## src/rtl/i2c_frame_bitcnt_pkg.sv

```systemverilog
package i2c_frame_bitcnt_pkg;

    typedef enum logic [0:0] {
        ST_ARMED = 1'b0,
        ST_COUNT = 1'b1
    } bitcnt_state_e;

endpackage

```

## src/rtl/i2c_frame_bitcnt_seq.sv

```systemverilog
module i2c_frame_bitcnt_seq
    import i2c_frame_bitcnt_pkg::*;
#(
    parameter int CODE_W = 3
) (
    input  logic              clk,
    input  logic              rst_n,
    input  logic              scl_rise,
    input  logic [CODE_W-1:0] code,
    output logic              armed,
    output logic              frame_end,
    output logic              done_q,
    output logic [CODE_W-1:0] left_code
);

    localparam int REM_W = CODE_W + 1;
    localparam logic [REM_W-1:0] MAX_LEN = REM_W'((1 << CODE_W) + 1);

    bitcnt_state_e    state_q, state_d;
    logic [REM_W-1:0] rem_q, rem_d;
    logic [REM_W-1:0] frame_len;

    assign frame_len = (code == '0) ? MAX_LEN : (REM_W'(code) + REM_W'(1));

    // state register
    always_ff @(posedge clk or negedge rst_n) begin
        if (!rst_n) begin
            state_q <= ST_ARMED;
            rem_q   <= '0;
        end else begin
            state_q <= state_d;
            rem_q   <= rem_d;
        end
    end

    // transitions T1 (ARMED->COUNT) and T2 (COUNT->ARMED)
    always_comb begin
        state_d   = state_q;
        rem_d     = rem_q;
        frame_end = 1'b0;
        unique case (state_q)
            ST_ARMED: begin
                if (scl_rise) begin
                    state_d = ST_COUNT;
                    rem_d   = frame_len - REM_W'(1);
                end
            end
            ST_COUNT: begin
                if (scl_rise) begin
                    if (rem_q == REM_W'(1)) begin
                        state_d   = ST_ARMED;
                        rem_d     = '0;
                        frame_end = 1'b1;
                    end else begin
                        rem_d = rem_q - REM_W'(1);
                    end
                end
            end
            default: begin
                state_d = ST_ARMED;
                rem_d   = '0;
            end
        endcase
    end

    // outputs
    always_ff @(posedge clk or negedge rst_n) begin
        if (!rst_n) begin
            done_q <= 1'b0;
        end else begin
            done_q <= frame_end;
        end
    end

    assign armed     = (state_q == ST_ARMED);
    assign left_code = armed ? code : CODE_W'(rem_q - REM_W'(1));

endmodule

```

## src/rtl/i2c_frame_bitcnt_ctl.sv

```systemverilog
module i2c_frame_bitcnt_ctl #(
    parameter int CODE_W = 3
) (
    input  logic              clk,
    input  logic              rst_n,
    input  logic              we,
    input  logic              wr_tx_en,
    input  logic              wr_te_en,
    input  logic [CODE_W-1:0] wr_code,
    input  logic              scl_high,
    input  logic              armed,
    input  logic              frame_end,
    output logic              tx_en,
    output logic              te_en,
    output logic [CODE_W-1:0] code
);

    logic code_ok;

    assign code_ok = we && armed && ((wr_code == '0) || !scl_high);

    always_ff @(posedge clk or negedge rst_n) begin
        if (!rst_n) begin
            tx_en <= 1'b0;
            te_en <= 1'b0;
            code  <= '0;
        end else begin
            if (we) begin
                tx_en <= wr_tx_en;
                te_en <= wr_te_en;
            end
            if (frame_end) begin
                code <= '0;
            end else if (code_ok) begin
                code <= wr_code;
            end
        end
    end

endmodule

```

## src/rtl/i2c_frame_bitcnt_irq.sv

```systemverilog
module i2c_frame_bitcnt_irq (
    input  logic clk,
    input  logic rst_n,
    input  logic frame_end,
    input  logic tdre,
    input  logic tend_clr,
    input  logic tx_en,
    input  logic te_en,
    output logic tend,
    output logic txi_req,
    output logic tei_req
);

    always_ff @(posedge clk or negedge rst_n) begin
        if (!rst_n) begin
            tend <= 1'b0;
        end else if (frame_end && tdre) begin
            tend <= 1'b1;
        end else if (tend_clr) begin
            tend <= 1'b0;
        end
    end

    assign txi_req = tdre && tx_en;
    assign tei_req = tend && te_en;

endmodule

```

## src/rtl/i2c_frame_bitcnt.sv

```systemverilog
module i2c_frame_bitcnt #(
    parameter int REG_W  = 8,
    parameter int CODE_W = 3,
    parameter int TX_BIT = 7,
    parameter int TE_BIT = 6
) (
    input  logic             clk,
    input  logic             rst_n,
    input  logic             scl_rise_i,
    input  logic             scl_high_i,
    input  logic             tdre_i,
    input  logic             ctl_we_i,
    input  logic [REG_W-1:0] ctl_wdata_i,
    output logic [REG_W-1:0] ctl_rdata_o,
    input  logic             tend_clr_i,
    output logic             tend_o,
    output logic             frame_done_o,
    output logic             txi_req_o,
    output logic             tei_req_o
);

    logic              armed, frame_end, tx_en, te_en;
    logic [CODE_W-1:0] code, left_code;
    logic              wdata_unused;

    assign wdata_unused = ^ctl_wdata_i;

    i2c_frame_bitcnt_seq #(.CODE_W(CODE_W)) seq_i (
        .clk       (clk),
        .rst_n     (rst_n),
        .scl_rise  (scl_rise_i),
        .code      (code),
        .armed     (armed),
        .frame_end (frame_end),
        .done_q    (frame_done_o),
        .left_code (left_code)
    );

    i2c_frame_bitcnt_ctl #(.CODE_W(CODE_W)) ctl_i (
        .clk       (clk),
        .rst_n     (rst_n),
        .we        (ctl_we_i),
        .wr_tx_en  (ctl_wdata_i[TX_BIT]),
        .wr_te_en  (ctl_wdata_i[TE_BIT]),
        .wr_code   (ctl_wdata_i[CODE_W-1:0]),
        .scl_high  (scl_high_i),
        .armed     (armed),
        .frame_end (frame_end),
        .tx_en     (tx_en),
        .te_en     (te_en),
        .code      (code)
    );

    i2c_frame_bitcnt_irq irq_i (
        .clk       (clk),
        .rst_n     (rst_n),
        .frame_end (frame_end),
        .tdre      (tdre_i),
        .tend_clr  (tend_clr_i),
        .tx_en     (tx_en),
        .te_en     (te_en),
        .tend      (tend_o),
        .txi_req   (txi_req_o),
        .tei_req   (tei_req_o)
    );

    always_comb begin
        ctl_rdata_o              = '0;
        ctl_rdata_o[TX_BIT]      = tx_en;
        ctl_rdata_o[TE_BIT]      = te_en;
        ctl_rdata_o[CODE_W-1:0]  = left_code;
    end

endmodule

```

## config.mk

```make
export PLATFORM = sky130hd
export DESIGN_NAME = i2c_frame_bitcnt
export DESIGN_NICKNAME = d
export VERILOG_FILES = /design/src/rtl/i2c_frame_bitcnt_pkg.sv /design/src/rtl/i2c_frame_bitcnt_seq.sv /design/src/rtl/i2c_frame_bitcnt_ctl.sv /design/src/rtl/i2c_frame_bitcnt_irq.sv /design/src/rtl/i2c_frame_bitcnt.sv
export SDC_FILE = /design/constraint.sdc
export NUM_CORES = 1
export LEC_CHECK = 0
export ABC_AREA = 0
export BUFFER_PORTS_ARGS = -buffer_cell sky130_fd_sc_hd__buf_2
export CORE_UTILIZATION = 50
export DETAILED_ROUTE_END_ITERATION = 10
export HOLD_SLACK_MARGIN = 0.1
export PLACE_DENSITY = 0.89
export SLEW_MARGIN = 20
export SYNTH_ARGS = -nofsm -noshare
export SYNTH_HDL_FRONTEND = slang
export SYNTH_SLANG_ARGS = --single-unit
export TNS_END_PERCENT = 30
```

## constraint.sdc

```tcl
create_clock -name clk -period 2.9 [get_ports clk]
set_input_delay 0.58 -clock clk [delete_from_list [all_inputs] [get_ports clk]]
set_output_delay 0.58 -clock clk [all_outputs]
set_load 0.1 [all_outputs]
```

==> metrics.log <==
[metrics] Setup Skew: approximately 0.0045 ns
[metrics] clock root cell: sky130_fd_sc_hd__clkbuf_4
[metrics] Clk pwr share: 0.113
[metrics] Starting DRT DRC Count: 6
[metrics] residual DRC count: 0
[metrics] DP Wirelength: roughly 1200 um
[metrics] number of cells produced by synthesis: 89
[metrics] unrepaired setup endpoints after global routing: no
[metrics] commonest cells in the synthesized netlist: sky130_fd_sc_hd__dfrtp_1 (12), sky130_fd_sc_hd__nor2_1 (12), sky130_fd_sc_hd__buf_4 (6), sky130_fd_sc_hd__inv_1 (6), sky130_fd_sc_hd__nand2b_1 (6)
[metrics] classification of the worst-slack hold path: in -> async
[metrics] insertion delay of the later-clocked pin in the worst-skew pair: 0.26 ns
[metrics] net load switching power: ~0.43 mW
[metrics] ANT cells: 0
[metrics] proportion of synthesized flip-flops having asynchronous set or reset: 1.00
[metrics] switching portion of total power: 0.536
[metrics] number of detailed-routing iterations run before antenna repair: 4
[metrics] Int Power: approximately 0.38 mW
[metrics] utilization after layout: 0.595
[metrics] maximum fanout along the worst path: 6
[metrics] number of cells traversed by the worst register-to-register path: 9
[metrics] CTS Hold Buffers Added: 0
[metrics] highest clock rate: about 0.44 GHz
[metrics] total clock buffers created by CTS: 3
[metrics] flip-flop and latch count after synthesis: 12
[metrics] period utilisation layout: 0.790
[metrics] primary flip-flop cell chosen by synthesis mapping: sky130_fd_sc_hd__dfrtp_1
[metrics] port bufs: 20
[metrics] register-to-register setup slack: roughly 1.3 ns
[metrics] post-synth cell types: 29
[metrics] clock-pin slew reported for the worst setup and hold paths after clock tree synthesis: roughly 0.060 ns
[metrics] setup repair bufs after CTS: 0
[metrics] Fin Setup TNS: 0 ns
[metrics] final-report hold violation count: 0
[metrics] reg2reg end: seq_i.rem_q[1]
[metrics] final setup violation count: 0
[metrics] routed via count divided by cell count: ~5.3
[metrics] boundary pin count: 27
[metrics] post-synthesis average cell area: approximately 9 sq um
[metrics] power per standard cell area: about 900 mW/mm^2
[metrics] category of the critical setup timing path: reg -> out
[metrics] number of nets with antenna violations after detailed routing: 0
[metrics] largest net degree at the start of global routing: 15
[metrics] worst setup path startpoint: seq_i.rem_q[0]
[metrics] area of the core region: approximately 0.0015 sq mm
[metrics] crit start category: flop
[metrics] biggest area contributors in the synthesized netlist: sky130_fd_sc_hd__dfrtp_1 (37%), sky130_fd_sc_hd__ha_1 (7.6%), sky130_fd_sc_hd__buf_4 (5.5%)
[metrics] count of flip-flops with a built-in enable after synthesis: 0
[metrics] per-cell routed wire length: about 12 um
[metrics] vias post-DR: roughly 640
[metrics] shortest period the worst path allows: 2.29 ns
[metrics] VDD IR-drop max: 537 uV
[metrics] endpoint kind of the worst setup timing path: output pin
[metrics] Chip Height: between 40 and 50 um
[metrics] via count of the first global-routing pass: 660
[metrics] gr usage total: 0.199
[metrics] clock sink count: 12
[metrics] maximum buffer depth of the clock tree: 2
[metrics] cell leakage power: 0.453 nW
[metrics] outcome: complete, no violations
[metrics] Power, Total: around 0.81 mW
[metrics] count of cells resized by post-cts repair: 0
[metrics] Final nets: 128
[metrics] antenna violations before repair: 0
[metrics] ratio of cells with drive above 1 in the final layout: 0.264
[metrics] # Max-Cap Violations: 0
[metrics] starting density of the core: 0.537
[metrics] first-pass GRT wire length: between 2000 and 3000 um
[metrics] post-synthesis cell type with the largest combined area: sky130_fd_sc_hd__dfrtp_1
[metrics] total length of routed wires: between 1000 and 1500 um
[metrics] global route overflow: 0
[metrics] layout-stage area growth over the synthesis result: 10.9%
[metrics] share of the synthesized area in the top cell type: 0.367
[metrics] count of final max-slew check failures: 0
[metrics] share of the yosys chip area belonging to registers: 0.367
[metrics] area of the mapped netlist: just over 800 sq um
[metrics] Syn. warnings: 0
[metrics] data required time at the worst endpoint: between 2 and 2.5 ns
[metrics] TritonCTS clock tree: built
[metrics] Logic pwr share: 0.581
[metrics] Max H-tree Level: 1
[metrics] Placer Congestion: about 0.8
[metrics] Arr. time, crit path: between 1.5 and 2 ns
[metrics] startpoint of the lowest-slack register-to-register path: ctl_i.code[0]
[metrics] die width: approximately 42 um
[metrics] standard-cell rows: 14
[metrics] proportion of power drawn by flip-flops and latches: 0.306
[metrics] Die ar.: 0.00180 sq mm
layout make-up:
class / instances / area [sq um]
Timing Repair Buffer: 20 / 100
Inverter: 6 / 22.5
Multi-Input combinational cell: 65 / 442
Fill cell: 142 / 617
Tap cell: 16 / 20.0
Clock buffer: 3 / 22.5
Sequential cell: 12 / 300
metrics by stage:
step	cell area, sq um	setup slack (ns)	hold WS (ns)	cells
floorplan	826	0.0373	0.284	91
global placement	885	0.921	0.456	119
detailed placement	885	0.903	0.470	119
CTS	907	0.606	0.184	122
global route	907	0.478	0.195	122
finish	907	0.608	0.184	122
how the worst max path moves through the flow:
stage                      to  slack (ns)  depth (start not counted)
5_1_grt        ctl_rdata_o[2]        0.48                          5
3_5_place_dp   ctl_rdata_o[2]        0.90                          5
6_report       ctl_rdata_o[2]        0.61                          5
2_1_floorplan  ctl_rdata_o[2]        0.04                          4
4_1_cts        ctl_rdata_o[2]        0.61                          5
3_3_place_gp   ctl_rdata_o[2]        0.92                          5
cell families (layout without fill, tap and decap cells):
logic type / count (synthesis) / count (layout) / share of synthesized area
compound gates: 16 / 16 / 0.138
other cells: 1 / 3 / 0.00458
mux: 6 / 6 / 0.0826
xor+xnor: 3 / 3 / 0.0321
fa+ha+maj: 5 / 5 / 0.0765
flops: 12 / 12 / 0.367
buf+inv: 14 / 29 / 0.102
simple gates: 32 / 32 / 0.197
cell usage in the layout, fill, tap and decap left out, types with 3 or more instances in the layout:
master                     instances
sky130_fd_sc_hd__ha_1              5
sky130_fd_sc_hd__a21oi_1           4
sky130_fd_sc_hd__mux2i_1           3
sky130_fd_sc_hd__conb_1            3
sky130_fd_sc_hd__buf_2            20
sky130_fd_sc_hd__inv_1             6
sky130_fd_sc_hd__a22oi_1           3
sky130_fd_sc_hd__clkbuf_4          3
sky130_fd_sc_hd__dfrtp_1          12
sky130_fd_sc_hd__nand2b_1          6
sky130_fd_sc_hd__nor2_1           12
sky130_fd_sc_hd__nand2_1           5
metal layers:
metal	track usage	vias up	part of all wire
met1	0.263	302	0.45
met2	0.342	15	0.52
met3	0.0129	0	0.029
met5	0	-	0
li1	-	325	-
met4	0.0750	0	0
power by group through the flow:
| stage | registers, mW | logic, mW | clock network [mW] |
|---|---|---|---|
| floorplan | 0.238 | 0.404 | 0 |
| global placement | 0.246 | 0.459 | 0 |
| detailed placement | 0.249 | 0.472 | 0 |
| CTS | 0.246 | 0.474 | 0.0974 |
| global route | 0.253 | 0.509 | 0.105 |
| finish | 0.247 | 0.470 | 0.0912 |
registers in the layout, summed over array words and instances, names as in the netlist:
signal,flops
ctl_i.code,3
ctl_i.te_en,1
ctl_i.tx_en,1
irq_i.tend,1
seq_i.done_q,1
seq_i.rem_q,4
seq_i.state_q,1
critical path, stage by stage (launching register included):
cell and delay, ns:
sky130_fd_sc_hd__dfrtp_1 0.46, sky130_fd_sc_hd__inv_1 0.07, sky130_fd_sc_hd__ha_1 0.23, sky130_fd_sc_hd__xnor2_1 0.13, sky130_fd_sc_hd__a21oi_1 0.13, sky130_fd_sc_hd__buf_2 0.43
No activity file was read; power rests on OpenSTA's default activity.
